File: src/rtl/flash_seq_pkg.sv
package flash_seq_pkg;

    typedef enum logic [3:0] {
        S_IDLE,
        S_CHECK,
        S_GATHER,
        S_WREN_GO,
        S_WREN_WAIT,
        S_PROG_GO,
        S_PROG_WAIT,
        S_POLL_GO,
        S_POLL_WAIT,
        S_ADVANCE,
        S_FINISH,
        S_REJECT
    } seq_state_t;

    localparam logic [7:0] OP_WREN_DEF = 8'h06;
    localparam logic [7:0] OP_PROG_DEF = 8'h02;
    localparam logic [7:0] OP_STAT_DEF = 8'h05;

endpackage

File: src/rtl/chunk_planner.sv
module chunk_planner #(
    parameter int ADDR_W     = 24,
    parameter int PAGE_BYTES = 256,
    parameter int MAX_CHUNK  = 4,
    localparam int LEN_W     = ADDR_W + 1,
    localparam int PAGE_W    = $clog2(PAGE_BYTES),
    localparam int CHUNK_W   = $clog2(MAX_CHUNK + 1)
) (
    input  logic [ADDR_W-1:0]  cur_addr,
    input  logic [LEN_W-1:0]   remain,
    output logic [CHUNK_W-1:0] chunk_len
);

    logic [PAGE_W:0] room;

    always_comb begin
        room      = (PAGE_W + 1)'(PAGE_BYTES) - {1'b0, cur_addr[PAGE_W-1:0]};
        chunk_len = CHUNK_W'(MAX_CHUNK);
        if (room < (PAGE_W + 1)'(chunk_len)) begin
            chunk_len = CHUNK_W'(room);
        end
        if (remain < LEN_W'(chunk_len)) begin
            chunk_len = CHUNK_W'(remain);
        end
    end

endmodule

File: src/rtl/byte_packer.sv
module byte_packer #(
    parameter int MAX_CHUNK = 4,
    localparam int CHUNK_W  = $clog2(MAX_CHUNK + 1)
) (
    input  logic                   clk,
    input  logic                   rst_n,
    input  logic                   clear,
    input  logic                   push,
    input  logic [7:0]             push_data,
    output logic [CHUNK_W-1:0]     count,
    output logic [8*MAX_CHUNK-1:0] word
);

    always_ff @(posedge clk) begin
        if (!rst_n || clear) begin
            count <= '0;
        end else if (push) begin
            count <= count + CHUNK_W'(1);
        end
    end

    for (genvar lane = 0; lane < MAX_CHUNK; lane++) begin : g_lane
        always_ff @(posedge clk) begin
            if (!rst_n || clear) begin
                word[8*lane +: 8] <= 8'h00;
            end else if (push && count == CHUNK_W'(lane)) begin
                word[8*lane +: 8] <= push_data;
            end
        end
    end

endmodule

File: src/rtl/progress_tracker.sv
module progress_tracker #(
    parameter int ADDR_W    = 24,
    parameter int MAX_CHUNK = 4,
    localparam int LEN_W    = ADDR_W + 1,
    localparam int CHUNK_W  = $clog2(MAX_CHUNK + 1)
) (
    input  logic               clk,
    input  logic               rst_n,
    input  logic               load,
    input  logic [ADDR_W-1:0]  load_addr,
    input  logic [LEN_W-1:0]   load_len,
    input  logic               step,
    input  logic [CHUNK_W-1:0] step_len,
    output logic [ADDR_W-1:0]  cur_addr,
    output logic [LEN_W-1:0]   remain,
    output logic [LEN_W-1:0]   written
);

    always_ff @(posedge clk) begin
        if (!rst_n) begin
            cur_addr <= '0;
            remain   <= '0;
            written  <= '0;
        end else if (load) begin
            cur_addr <= load_addr;
            remain   <= load_len;
            written  <= '0;
        end else if (step) begin
            cur_addr <= cur_addr + ADDR_W'(step_len);
            remain   <= remain - LEN_W'(step_len);
            written  <= written + LEN_W'(step_len);
        end
    end

endmodule

File: src/rtl/flash_prog_seq.sv
module flash_prog_seq
    import flash_seq_pkg::*;
#(
    parameter int         ADDR_W     = 24,
    parameter int         DEV_BYTES  = 4194304,
    parameter int         PAGE_BYTES = 256,
    parameter int         MAX_CHUNK  = 4,
    parameter int         CNT_W      = 4,
    parameter int         WIP_BIT    = 0,
    parameter logic [7:0] OP_WREN    = OP_WREN_DEF,
    parameter logic [7:0] OP_PROG    = OP_PROG_DEF,
    parameter logic [7:0] OP_STAT    = OP_STAT_DEF
) (
    input  logic                   clk,
    input  logic                   rst_n,
    input  logic                   req_valid,
    output logic                   req_ready,
    input  logic [ADDR_W-1:0]      req_addr,
    input  logic [ADDR_W:0]        req_len,
    input  logic                   in_valid,
    output logic                   in_ready,
    input  logic [7:0]             in_data,
    output logic                   cmd_start,
    output logic [7:0]             cmd_opcode,
    output logic [ADDR_W-1:0]      cmd_addr,
    output logic [CNT_W-1:0]       cmd_tx_cnt,
    output logic [CNT_W-1:0]       cmd_rx_cnt,
    output logic [8*MAX_CHUNK-1:0] cmd_wdata,
    input  logic                   cmd_busy,
    input  logic [7:0]             cmd_rdata,
    output logic                   done,
    output logic                   err,
    output logic [ADDR_W:0]        bytes_written
);

    localparam int LEN_W   = ADDR_W + 1;
    localparam int SUM_W   = ADDR_W + 2;
    localparam int CHUNK_W = $clog2(MAX_CHUNK + 1);
    localparam logic [SUM_W-1:0] DEV_LIM = SUM_W'(DEV_BYTES);

    seq_state_t state;
    seq_state_t state_nxt;

    logic [ADDR_W-1:0]      cur_addr;
    logic [LEN_W-1:0]       remain;
    logic [CHUNK_W-1:0]     chunk_len;
    logic [CHUNK_W-1:0]     pk_count;
    logic [8*MAX_CHUNK-1:0] pk_word;
    logic                   load;
    logic                   step;
    logic                   pk_clear;
    logic                   pk_push;
    logic                   over_range;
    logic                   last_byte;
    logic                   last_chunk;
    logic                   flash_busy;

    progress_tracker #(
        .ADDR_W    (ADDR_W),
        .MAX_CHUNK (MAX_CHUNK)
    ) u_track (
        .clk       (clk),
        .rst_n     (rst_n),
        .load      (load),
        .load_addr (req_addr),
        .load_len  (req_len),
        .step      (step),
        .step_len  (chunk_len),
        .cur_addr  (cur_addr),
        .remain    (remain),
        .written   (bytes_written)
    );

    chunk_planner #(
        .ADDR_W     (ADDR_W),
        .PAGE_BYTES (PAGE_BYTES),
        .MAX_CHUNK  (MAX_CHUNK)
    ) u_plan (
        .cur_addr  (cur_addr),
        .remain    (remain),
        .chunk_len (chunk_len)
    );

    byte_packer #(
        .MAX_CHUNK (MAX_CHUNK)
    ) u_pack (
        .clk       (clk),
        .rst_n     (rst_n),
        .clear     (pk_clear),
        .push      (pk_push),
        .push_data (in_data),
        .count     (pk_count),
        .word      (pk_word)
    );

    assign over_range = ({2'b00, cur_addr} + {1'b0, remain}) > DEV_LIM;
    assign last_byte  = (pk_count == chunk_len - CHUNK_W'(1));
    assign last_chunk = (remain == LEN_W'(chunk_len));
    assign flash_busy = cmd_rdata[WIP_BIT];

    // state register
    always_ff @(posedge clk) begin
        if (!rst_n) begin
            state <= S_IDLE;
        end else begin
            state <= state_nxt;
        end
    end

    // transitions
    always_comb begin
        state_nxt = state;
        unique case (state)
            S_IDLE: begin
                if (req_valid) state_nxt = S_CHECK;
            end
            S_CHECK: begin
                if (remain == '0) begin
                    state_nxt = S_FINISH;
                end else if (over_range) begin
                    state_nxt = S_REJECT;
                end else begin
                    state_nxt = S_GATHER;
                end
            end
            S_GATHER: begin
                if (in_valid && last_byte) state_nxt = S_WREN_GO;
            end
            S_WREN_GO: begin
                if (!cmd_busy) state_nxt = S_WREN_WAIT;
            end
            S_WREN_WAIT: begin
                if (!cmd_busy) state_nxt = S_PROG_GO;
            end
            S_PROG_GO: begin
                if (!cmd_busy) state_nxt = S_PROG_WAIT;
            end
            S_PROG_WAIT: begin
                if (!cmd_busy) state_nxt = S_POLL_GO;
            end
            S_POLL_GO: begin
                if (!cmd_busy) state_nxt = S_POLL_WAIT;
            end
            S_POLL_WAIT: begin
                if (!cmd_busy) state_nxt = flash_busy ? S_POLL_GO : S_ADVANCE;
            end
            S_ADVANCE: begin
                state_nxt = last_chunk ? S_FINISH : S_GATHER;
            end
            S_FINISH: state_nxt = S_IDLE;
            S_REJECT: state_nxt = S_IDLE;
            default:  state_nxt = S_IDLE;
        endcase
    end

    // outputs
    always_comb begin
        req_ready  = 1'b0;
        in_ready   = 1'b0;
        cmd_start  = 1'b0;
        cmd_opcode = 8'h00;
        cmd_addr   = '0;
        cmd_tx_cnt = '0;
        cmd_rx_cnt = '0;
        cmd_wdata  = '0;
        done       = 1'b0;
        err        = 1'b0;
        load       = 1'b0;
        step       = 1'b0;
        pk_clear   = 1'b0;
        pk_push    = 1'b0;
        unique case (state)
            S_IDLE: begin
                req_ready = 1'b1;
                load      = req_valid;
            end
            S_CHECK: begin
                pk_clear = 1'b1;
            end
            S_GATHER: begin
                in_ready = 1'b1;
                pk_push  = in_valid;
            end
            S_WREN_GO: begin
                cmd_start  = !cmd_busy;
                cmd_opcode = OP_WREN;
                cmd_tx_cnt = CNT_W'(1);
            end
            S_PROG_GO: begin
                cmd_start  = !cmd_busy;
                cmd_opcode = OP_PROG;
                cmd_addr   = cur_addr;
                cmd_tx_cnt = CNT_W'(chunk_len) + CNT_W'(4);
                cmd_wdata  = pk_word;
            end
            S_POLL_GO: begin
                cmd_start  = !cmd_busy;
                cmd_opcode = OP_STAT;
                cmd_tx_cnt = CNT_W'(1);
                cmd_rx_cnt = CNT_W'(1);
            end
            S_ADVANCE: begin
                step     = 1'b1;
                pk_clear = 1'b1;
            end
            S_FINISH: done = 1'b1;
            S_REJECT: err  = 1'b1;
            default: begin
            end
        endcase
    end

endmodule

File: config.mk
export PLATFORM = sky130hd
export DESIGN_NAME = flash_prog_seq
export DESIGN_NICKNAME = d
export VERILOG_FILES = /design/src/rtl/flash_seq_pkg.sv /design/src/rtl/chunk_planner.sv /design/src/rtl/byte_packer.sv /design/src/rtl/progress_tracker.sv /design/src/rtl/flash_prog_seq.sv
export SDC_FILE = /design/constraint.sdc
export NUM_CORES = 1
export LEC_CHECK = 0
export BUFFER_PORTS_ARGS = -buffer_cell sky130_fd_sc_hd__buf_4
export CORE_ASPECT_RATIO = 0.8
export CORE_MARGIN = 2
export CORE_UTILIZATION = 30
export CTS_CLUSTER_SIZE = 28
export DETAILED_ROUTE_END_ITERATION = 12
export HOLD_SLACK_MARGIN = 0.06
export PLACE_DENSITY = 0.47
export SYNTH_ARGS = -nofsm -noshare
export SYNTH_HDL_FRONTEND = slang
export SYNTH_SLANG_ARGS = --single-unit
File: constraint.sdc
create_clock -name clk -period 4.7 [get_ports clk]
set_input_delay 0.94 -clock clk [delete_from_list [all_inputs] [get_ports clk]]
set_output_delay 0.94 -clock clk [all_outputs]
set_load 0.05 [all_outputs]
==> results of run 1 <==
## synth_stat cells, types with 27 or more instances
cell,count
clkbuf_1,42
nor2_1,89
o21ai_0,51
nand3_1,52
xor2_1,47
nand2_1,116
ha_1,40
a21oi_1,88
inv_1,31
dfxtp_1,113
xnor2_1,27
and2_1,57
## registers in the layout, summed over array words and instances, names as in the netlist
name,count
u_track.cur_addr,24
u_pack.count,3
u_track.written,25
u_pack.word,32
state,4
u_track.remain,25
## area by class of cell
class	instances	area [um2]	area share [%]
Multi-Input combinational cell	801	5035	50.90
Tap cell	324	405.4	4.099
Sequential cell	113	2262	22.87
Clock inverter	15	193.9	1.961
Clock buffer	17	425.4	4.301
Inverter	34	127.6	1.290
Timing Repair Buffer	192	1441	14.57
## cells by family (layout without fill, tap and decap cells)
logic type,after synthesis,in the layout,synth area share (%)
AOI/OAI and AO/OA,240,240,20.31
xor gates and xnor gates,74,74,8.527
adders and majority gates,45,45,7.671
buffers and inverters,87,258,4.708
DFF,113,113,29.76
muxes,13,13,1.728
other,1,8,0.04934
and+or+nand+nor,421,421,27.24
## power groups by stage
stage	registers, uW	logic [uW]	clock network [uW]
final	1370	2030	1410
after global placement	1390	2020	0
after detailed placement	1390	2020	0
after global routing	1390	2280	1480
after floorplan	1290	1470	0
after CTS	1370	2030	1440
## critical path, stage by stage, from the launching register on
cell and delay, ns:
dfxtp_1 0.33, inv_1 0.06, ha_1 0.21, nand2b_1 0.15, o21ai_1 0.12, nand3_1 0.16, clkinv_1 0.11, nand2_1 0.07
ha_1 0.19, a21oi_1 0.15, nand2_1 0.11, nor3_1 0.25, buf_4 0.18, a21oi_1 0.08, nor2_2 0.19, inv_2 0.06
buf_4 0.16, nor3_1 0.18, buf_4 0.23
## per-layer routing
metal | GRT usage [%] | vias to the layer above
met3 | 3.941 | 16
met5 | 0 | -
met1 | 29.03 | 3452
met2 | 26.51 | 178
met4 | 3.831 | 0
li1 | - | 3833
## metrics by stage
stage                     cells  util [%]
after global placement     1464     36.84
after CTS                  1496     39.33
final                      1496     39.38
after floorplan            1001         -
after detailed placement   1464     36.84
after global routing       1496     39.38
## how the worst max path moves through the flow
stage / from / endpoint / slack (ns) / cells past startpoint
finish: u_track.cur_addr[1]$_SDFFE_PN0P_ / cmd_tx_cnt[2] / 0.32 / 18
global route: u_track.cur_addr[1]$_SDFFE_PN0P_ / cmd_tx_cnt[2] / 0.008 / 18
CTS: u_track.cur_addr[1]$_SDFFE_PN0P_ / cmd_tx_cnt[2] / 0.19 / 18
detailed placement: u_track.cur_addr[1]$_SDFFE_PN0P_ / u_track.cur_addr[23]$_SDFFE_PN0P_ / 0.005 / 22
global placement: u_track.cur_addr[0]$_SDFFE_PN0P_ / u_track.cur_addr[23]$_SDFFE_PN0P_ / 0.15 / 22
floorplan: u_track.cur_addr[1]$_SDFFE_PN0P_ / cmd_tx_cnt[2] / 0.17 / 15
==> flow_summary.ini, run 1 <==
[worst_setup_path]
r2r_start = u_track.cur_addr[1]$_SDFFE_PN0P_
reg2reg_slack_ns = 0.43
r2r-end = u_track.remain[16]$_SDFFE_PN0P_
worstSetupStartpointType = flip-flop
cp_max_fo = 4
worstSetupPathType = reg -> out
end_kind = output port
required_ns = 3.76
r2r.worst_path.cells = 24
critPathArrivalTime_ns = 3.44

[cts]
root_buffer = clkbuf_16
clockBufferDepth = 2
cts_buffers = 17
cts_sinks = 113
cts_max_level = 4
cts_tree = built
post_cts_buffers = 0
holdBufCountCts = 0
clkLatencyLatePin_ns = 0.43
clk_pin_slew_ns = 0.07
post_cts_resized = 1

[detailed_routing]
drt_iter0_markers = 435
wl_met2_um = 10120
drt-wirelength-per-cell_um = 16.66
wl_met3_um = 1121
ant_nets = 0
viasPerCell = 4.999
num_vias = 7479
drt-total-wl_um = 24930
wl_met1_um = 13490
top_layer_used = met4
route.detailed.drc = 0
dr.pass1.iters = 4

[floorplanning]
fp.dieH_um = 146.4
rows = 52
ios = 172
dieArea_um2 = 26630
core_area_um2 = 25110
die_x_um = 182.0
start_util_pct = 30.27

[sta]
post-route-min-period_ns = 4.383
rsz0062_at_grt = no
worst_slew_pin_slew_ns = 1.005
finalClockSkew_ns = 0.01324
whs_ns = 0.4511
slew_headroom_pct = 32.99
setup_viol = 0
timing.final.ws_setup_ns = 0.3173
fmax_ghz = 0.2282
finalSetupTns_ns = 0
hold_viol = 0
slew_violations = 0
min_period_over_period_pct = 93.25

[min_path]
min_from = u_pack.word[20]$_SDFFE_PP0P_
min_path_type = reg -> reg
min_to = u_pack.word[20]$_SDFFE_PP0P_
hold_path_depth = 2

[synthesis]
synth-seq-cells = 113
synth.distinct_cells = 70
async_flop_share_pct = 0
netlist_instances = 994
yosysSeqAreaShare_pct = 29.76
synthTopCellsByArea = dfxtp_1 (30%), ha_1 (6.6%), a21oi_1 (5.8%)
yosysTopAreaCell = dfxtp_1
synth_ff_type = dfxtp_1
yosysWarnings = 0
syn-cell-area_um2 = 7601
synth_edf_count = 0
avgSynthCellArea_um2 = 7.647
synth_top_area_share_pct = 29.76

[pwr]
netSwitchingFraction_pct = 42.72
power_switching_uw = 2057
p_clk_share_pct = 29.2
p_int_uw = 2758
pwr-share-comb_pct = 42.2
p_per_area_nw_per_um2 = 486.9
power_uw = 4816
pwr-share-seq_pct = 28.5
irDropWorstVdd_v = 0.0002086
p_leak_uw = 0.004312

[layout]
mostFrequentLayoutCells = buf_4 (192), nand2_1 (115), dfxtp_1 (113)
final_common_cell = buf_4
fin_nets = 1272
layout-drive-gt1-share_pct = 20.99
syn_to_final_growth_pct = 30.12
fin_area_um2 = 9891
n_antenna_cell = 0
fillers = 2669

[placement]
hpwl_um = 18510
portBuffers = 156
gp_congestion = 0.8802
post_dp_cell_area_um2 = 9253
post-place-ws_ns = 0.004962

[grt]
grt_overflow_total = 0
first_global_vias = 6962
antenna_found_initial = 0
grt_max_degree = 89
grtUsageTotal_pct = 18.79
grt_pass1_wl_um = 39300

[outcome]
outcome = finished, final reports clean

[run]
maxCapViolations = 0
Power figures use the tool's default switching activity.
==> run 2: changes to the inputs <==
--- a/config.mk
+++ b/config.mk
@@ -5,6 +5,7 @@
 export SDC_FILE = /design/constraint.sdc
 export NUM_CORES = 1
 export LEC_CHECK = 0
+export ABC_AREA = 1
 export BUFFER_PORTS_ARGS = -buffer_cell sky130_fd_sc_hd__buf_4
 export CORE_ASPECT_RATIO = 0.8
 export CORE_MARGIN = 2
@@ -12,7 +13,7 @@
 export CTS_CLUSTER_SIZE = 28
 export DETAILED_ROUTE_END_ITERATION = 12
 export HOLD_SLACK_MARGIN = 0.06
-export PLACE_DENSITY = 0.47
+export PLACE_DENSITY = 0.46
 export SYNTH_ARGS = -nofsm -noshare
 export SYNTH_HDL_FRONTEND = slang
 export SYNTH_SLANG_ARGS = --single-unit
==> constraint.sdc (replaced) <==
create_clock -name clk -period 4.5 [get_ports clk]
set_input_delay 0.9 -clock clk [delete_from_list [all_inputs] [get_ports clk]]
set_output_delay 0.9 -clock clk [all_outputs]
set_load 0.05 [all_outputs]
==> run 2 against run 1 <==
First-iteration DRC count up 60%. Largest power group unchanged. Largest cell class unchanged. Flip-flop and latch count stayed put. Synthesized cell count rose by 48%. Die area increased by 18%.
==> flow_summary.ini, run 2 <==
[outcome]
outcome = finished, final reports clean

[layout]
top_regs = u_pack.word (32), u_track.remain (25), u_track.written (25)
fin_area_um2 = 11590
layout-drive-gt1-share_pct = 19.46
syn_to_final_growth_pct = 28.25
largest_reg_flops = 32
mostFrequentLayoutCells = nand2_1 (322), inv_1 (219), buf_4 (204)
n_antenna_cell = 0
fin_nets = 1765
top_register = u_pack.word
final_common_cell = nand2_1

[pwr]
p_leak_uw = 0.005277
netSwitchingFraction_pct = 52.31
p_int_uw = 3485
pwr-share-seq_pct = 21.7
p_per_area_nw_per_um2 = 630.1
pwr-share-comb_pct = 60.9
irDropWorstVdd_v = 0.0003451
p_clk_share_pct = 17.4
power_switching_uw = 3822

[run]
maxCapViolations = 0

[grt]
grtUsageTotal_pct = 21.13
grt_pass1_wl_um = 51900
grt_max_degree = 44
first_global_vias = 9244
antenna_found_initial = 0
grt_overflow_total = 0

[sta]
timing.final.ws_setup_ns = 0.2094
min_period_over_period_pct = 95.35
slew_violations = 0
worst_slew_pin_slew_ns = 0.9986
post-route-min-period_ns = 4.291
setup_viol = 0
slew_headroom_pct = 33.17
rsz0062_at_grt = yes
fmax_ghz = 0.2331
finalClockSkew_ns = 0.009491
hold_viol = 0

[detailed_routing]
drt-wirelength-per-cell_um = 16.08
dr.pass1.iters = 7
num_vias = 9866
route.detailed.drc = 0
drt_iter0_markers = 696
ant_nets = 0
viasPerCell = 4.764
drt-total-wl_um = 33310

[synthesis]
synth_most_common_cell = nand2_1
syn-cell-area_um2 = 9041
yosysSeqAreaShare_pct = 25.02
avgSynthCellArea_um2 = 6.142
synthTopCellsByArea = dfxtp_1 (25%), nand2_1 (14%), inv_1 (9.3%)
yosysTopAreaCell = dfxtp_1
netlist_instances = 1472
synth_ff_type = dfxtp_1
synth-seq-cells = 113
yosysWarnings = 0
synth.distinct_cells = 55
synth_top_area_share_pct = 25.02
synth_edf_count = 0
synth_commonest_cells = nand2_1 (332), inv_1 (224), nor2_1 (208)
async_flop_share_pct = 0

[worst_setup_path]
cp_max_fo = 4
cpMaxStageDelayCell = fa_2
worstSetupStartpointType = flip-flop
r2r-end = u_track.cur_addr[22]$_SDFFE_PN0P_
r2r.worst_path.cells = 37
reg2reg_slack_ns = 0.21
worst_path_largest_cell_delay_ns = 0.41
r2r_start = u_track.cur_addr[0]$_SDFFE_PN0P_
required_ns = 4.85
end_kind = flip-flop
worstSetupPathType = reg -> reg
cp_common_cell = nand2_1
critPathArrivalTime_ns = 4.64

[cts]
cts_tree = built
clk_pin_slew_ns = 0.06
cts_sinks = 113
cts_max_level = 4
holdBufCountCts = 0
clkLatencyLatePin_ns = 0.42
root_buffer = clkbuf_16
cts_buffers = 17
clockBufferDepth = 2

[placement]
hpwl_um = 25800
post_dp_cell_area_um2 = 10840
post-place-ws_ns = -0.1081
portBuffers = 156
gp_congestion = 0.9141

[floorplanning]
core_area_um2 = 29500
start_util_pct = 30.65
dieArea_um2 = 31550
fp.dieH_um = 159.3
die_x_um = 198.1
rows = 56
ios = 172

[min_path]
hold_path_depth = 2
min_to = u_pack.word[0]$_SDFFE_PP0P_
min_path_type = reg -> reg
min_from = u_pack.word[0]$_SDFFE_PP0P_
run 2: cell count changes after synthesis, moves of 11 or more:
| cell | previous run | this run |
|---|---|---|
| and2_1 | 57 | 2 |
| inv_1 | 31 | 224 |
| nand3_1 | 52 | 84 |
| mux2i_1 | 12 | 0 |
| o211a_1 | 20 | 1 |
| nand4_1 | 14 | 31 |
| nand2b_1 | 12 | 0 |
| o21ai_0 | 51 | 71 |
| a211oi_1 | 11 | 37 |
| xnor2_1 | 27 | 4 |
| xor2_1 | 47 | 24 |
| nor2_1 | 89 | 208 |
| or3_1 | 11 | 0 |
| nand2_1 | 116 | 332 |
run 2: repair_timing:
| item | CTS | global route |
|---|---|---|
| endpoints found under the hold margin | 0 | 0 |
| resized for setup | 6 | 42 |
| setup buffers | 1 | 6 |
| setup endpoints to repair | 4 | 11 |
| pin swaps | 1 | 24 |
run 2: how the worst max path moves through the flow:
stage | cells past startpoint | start | end
6_report | 37 | u_track.cur_addr[0]$_SDFFE_PN0P_ | u_track.cur_addr[22]$_SDFFE_PN0P_
5_1_grt | 37 | u_track.cur_addr[0]$_SDFFE_PN0P_ | u_track.cur_addr[20]$_SDFFE_PN0P_
4_1_cts | 39 | u_track.cur_addr[0]$_SDFFE_PN0P_ | u_track.cur_addr[18]$_SDFFE_PN0P_
3_5_place_dp | 39 | u_track.cur_addr[0]$_SDFFE_PN0P_ | u_track.cur_addr[18]$_SDFFE_PN0P_
3_3_place_gp | 39 | u_track.cur_addr[0]$_SDFFE_PN0P_ | u_track.cur_addr[18]$_SDFFE_PN0P_
2_1_floorplan | 36 | u_track.cur_addr[1]$_SDFFE_PN0P_ | u_track.cur_addr[18]$_SDFFE_PN0P_
run 2: logic make-up (layout without fill, tap and decap cells):
group	Yosys count	after routing	synth area share (%)
other	1	8	0.04148
AND/OR/NAND/NOR	744	744	36.73
adder cells (fa/ha/maj)	43	43	6.200
buffers and inverters	285	471	12.37
flip-flops	113	113	25.02
XOR/XNOR	28	28	2.712
AO/OA/AOI/OAI	258	258	16.93
run 2: through the flow:
stage          util [%]  instances  TNS, ns  power (uW)  hold WS (ns)
2_1_floorplan         -       1479        0        4599        0.4399
3_3_place_gp      36.75       2032        0        5910        0.4521
3_5_place_dp      36.75       2032  -0.2103        5921        0.4535
4_1_cts           38.65       2065        0        7234        0.4650
5_1_grt           39.31       2071  -0.4252        7989        0.4812
6_report          39.31       2071        0        7306        0.4632
run 2: critical path: cells and delay by family (launching register included):
family          cells  cell delay [ns]
simple gates       21             1.88
fa+ha+maj           4             0.92
buf+inv             7             0.52
compound gates      4             0.39
flops               1             0.33
xor+xnor            1             0.15
run 2: layout make-up:
type	count	area, um2
tap	406	508.0
multi-input combinational	1081	5857
timing repair buffer	204	1531
inverter	235	892.1
clock inverter	10	87.58
sequential	113	2265
fill	3244	17900
clock buffer	22	454.2
run 2: power by group through the flow:
stage	Clock, uW	Sequential, uW	Combinational [uW]
final	1270	1590	4450
after global routing	1350	1620	5020
after CTS	1300	1570	4360
after detailed placement	0	1590	4330
after global placement	0	1590	4320
after floorplan	0	1440	3150
run 2: metal layers:
metal	global-route usage, %	vias up	routed length, um
met2	30.06	238	13410
met5	0	-	0
met3	3.855	19	1843
met4	4.067	0	299
met1	32.73	4483	17760
li1	-	5126	-
==> run 3: changes to the inputs <==
--- a/config.mk
+++ b/config.mk
@@ -7,13 +7,15 @@
 export LEC_CHECK = 0
 export ABC_AREA = 1
 export BUFFER_PORTS_ARGS = -buffer_cell sky130_fd_sc_hd__buf_4
+export CELL_PAD_IN_SITES_DETAIL_PLACEMENT = 0
+export CELL_PAD_IN_SITES_GLOBAL_PLACEMENT = 2
 export CORE_ASPECT_RATIO = 0.8
 export CORE_MARGIN = 2
 export CORE_UTILIZATION = 30
 export CTS_CLUSTER_SIZE = 28
 export DETAILED_ROUTE_END_ITERATION = 12
 export HOLD_SLACK_MARGIN = 0.06
-export PLACE_DENSITY = 0.46
+export PLACE_DENSITY = 0.8
 export SYNTH_ARGS = -nofsm -noshare
 export SYNTH_HDL_FRONTEND = slang
 export SYNTH_SLANG_ARGS = --single-unit
==> run 3 against run 2 <==
Non-clock buffer count is 1 higher. Clock power up 20%. Flip-flop and latch count did not move. Critical path type unchanged.
==> flow_summary.ini, run 3 (synthesis gave the netlist of run 2 again) <==
[worst_setup_path]
r2r.worst_path.cells = 39
r2r-end = u_track.cur_addr[18]$_SDFFE_PN0P_
worstSetupPathType = reg -> reg
critPathArrivalTime_ns = 4.56
cpMaxStageDelayCell = fa_2
end_kind = flip-flop
reg2reg_slack_ns = 0.31
cp_common_cell = nand2_1
worstSetupStartpointType = flip-flop
r2r_start = u_track.cur_addr[1]$_SDFFE_PN0P_
cp_max_fo = 4
worst_path_largest_cell_delay_ns = 0.37
required_ns = 4.86

[layout]
fin_nets = 1766
mostFrequentLayoutCells = nand2_1 (322), inv_1 (218), buf_4 (204)
layout-drive-gt1-share_pct = 19.81
final_common_cell = nand2_1
fillers = 3259
top_register = u_pack.word
top_regs = u_pack.word (32), u_track.remain (25), u_track.written (25)
n_antenna_cell = 0
largest_reg_flops = 32
syn_to_final_growth_pct = 29.52

[placement]
gp_congestion = 0.8576
hpwl_um = 26090
portBuffers = 156
post-place-ws_ns = -0.04570

[grt]
grt_pass1_wl_um = 52270
first_global_vias = 9190
grt_overflow_total = 0
antenna_found_initial = 1
grtUsageTotal_pct = 21.40
grt_max_degree = 46

[cts]
cts_max_level = 4
clockBufferDepth = 2
cts_buffers = 17
root_buffer = clkbuf_16
cts_tree = built
cts_sinks = 113
clk_pin_slew_ns = 0.06
clkLatencyLatePin_ns = 0.44

[floorplanning]
start_util_pct = 30.65
core_area_um2 = 29500
die_x_um = 198.1
ios = 172
rows = 56
fp.dieH_um = 159.3
dieArea_um2 = 31550

[pwr]
p_per_area_nw_per_um2 = 649.0
power_uw = 7600
p_leak_uw = 0.005323
irDropWorstVdd_v = 0.0003285

[detailed_routing]
route.detailed.drc = 0
num_vias = 9910
ant_nets = 0
dr.pass1.iters = 5
drt_iter0_markers = 638
drt-total-wl_um = 33810
viasPerCell = 4.783
drt-wirelength-per-cell_um = 16.32

[sta]
setup_viol = 0
min_period_over_period_pct = 93.21
slew_violations = 0
finalClockSkew_ns = 0.02065
hold_viol = 0
post-route-min-period_ns = 4.195
worst_slew_pin_slew_ns = 0.9998
fmax_ghz = 0.2384
timing.final.ws_setup_ns = 0.3053
slew_headroom_pct = 33.28

[run]
maxCapViolations = 0

[min_path]
min_from = u_pack.word[12]$_SDFFE_PP0P_
min_path_type = reg -> reg
min_to = u_pack.word[12]$_SDFFE_PP0P_
hold_path_depth = 2

[outcome]
outcome = finished, final reports clean
[run 3: cell types whose count changed in the layout (fill, tap and decap cells not counted), sizes merged]
cell	change
buf	+1
clkinv	-3
bufinv	+4
clkinvlp	-1
[run 3: layer usage]
| metal | up-vias | wire length, um | global-route usage (%) |
|---|---|---|---|
| met5 | - | 13 | 0 |
| met4 | 2 | 317 | 4.545 |
| met3 | 21 | 1316 | 3.177 |
| met2 | 221 | 13830 | 30.71 |
| met1 | 4520 | 18340 | 33.22 |
| li1 | 5146 | - | - |
[run 3: where the power goes]
part / switching (uW) / leakage [uW] / total [uW] / internal, uW
sequential: 349 / 0.000920 / 1560 / 1220
combinational: 3000 / 0.00409 / 4510 / 1510
clock: 517 / 0.000314 / 1530 / 1010
total: 3860 / 0.00532 / 7600 / 3740
[run 3: stage by stage]
step | utilization, % | instances | cell area [um2] | setup TNS (ns) | hold WS (ns)
after floorplan | - | 1479 | 9067 | 0 | 0.4399
after global placement | 36.77 | 2033 | 10850 | 0 | 0.4518
after detailed placement | 36.77 | 2033 | 10850 | -0.04570 | 0.4551
after CTS | 39.00 | 2065 | 11500 | 0 | 0.4649
after global routing | 39.70 | 2072 | 11710 | -0.1319 | 0.4860
final | 39.70 | 2072 | 11710 | 0 | 0.4637
[run 3: worst max path at each step]
stage,start,to,slack [ns],cells past startpoint
2_1_floorplan,u_track.cur_addr[1]$_SDFFE_PN0P_,u_track.cur_addr[18]$_SDFFE_PN0P_,0.02,36
3_3_place_gp,u_track.cur_addr[0]$_SDFFE_PN0P_,u_track.cur_addr[18]$_SDFFE_PN0P_,0.01,39
3_5_place_dp,u_track.cur_addr[0]$_SDFFE_PN0P_,u_track.cur_addr[18]$_SDFFE_PN0P_,-0.05,39
4_1_cts,u_track.cur_addr[0]$_SDFFE_PN0P_,u_track.cur_addr[18]$_SDFFE_PN0P_,0.0002,39
5_1_grt,u_track.cur_addr[1]$_SDFFE_PN0P_,u_track.cur_addr[22]$_SDFFE_PN0P_,-0.05,38
6_report,u_track.cur_addr[1]$_SDFFE_PN0P_,u_track.cur_addr[18]$_SDFFE_PN0P_,0.31,39
[run 3: final cells by class]
class	instances	area (um2)	share of cell area (%)
sequential	113	2265	19.34
timing repair buffer	205	1543	13.17
clock inverter	10	181.4	1.549
inverter	235	889.6	7.597
clock buffer	22	464.2	3.964
multi-input combinational	1081	5859	50.04
tap	406	508.0	4.338
[run 3: repair_timing]
item,4_1_cts,5_1_grt
hold endpoints to repair,0,0
hold buffers,0,0
resized for setup,5,46
pin swaps,6,27
setup buffers,0,7
endpoints found under the setup margin,2,12
[run 3: worst max-delay path, delay by kind of cell, from the launching register on]
kind / cells / cell delay [ns]
and+or+nand+nor: 24 / 2.13
adders and majority gates: 4 / 0.81
buffers and inverters: 7 / 0.44
DFF: 1 / 0.33
AOI/OAI and AO/OA: 3 / 0.27
xor gates and xnor gates: 1 / 0.16
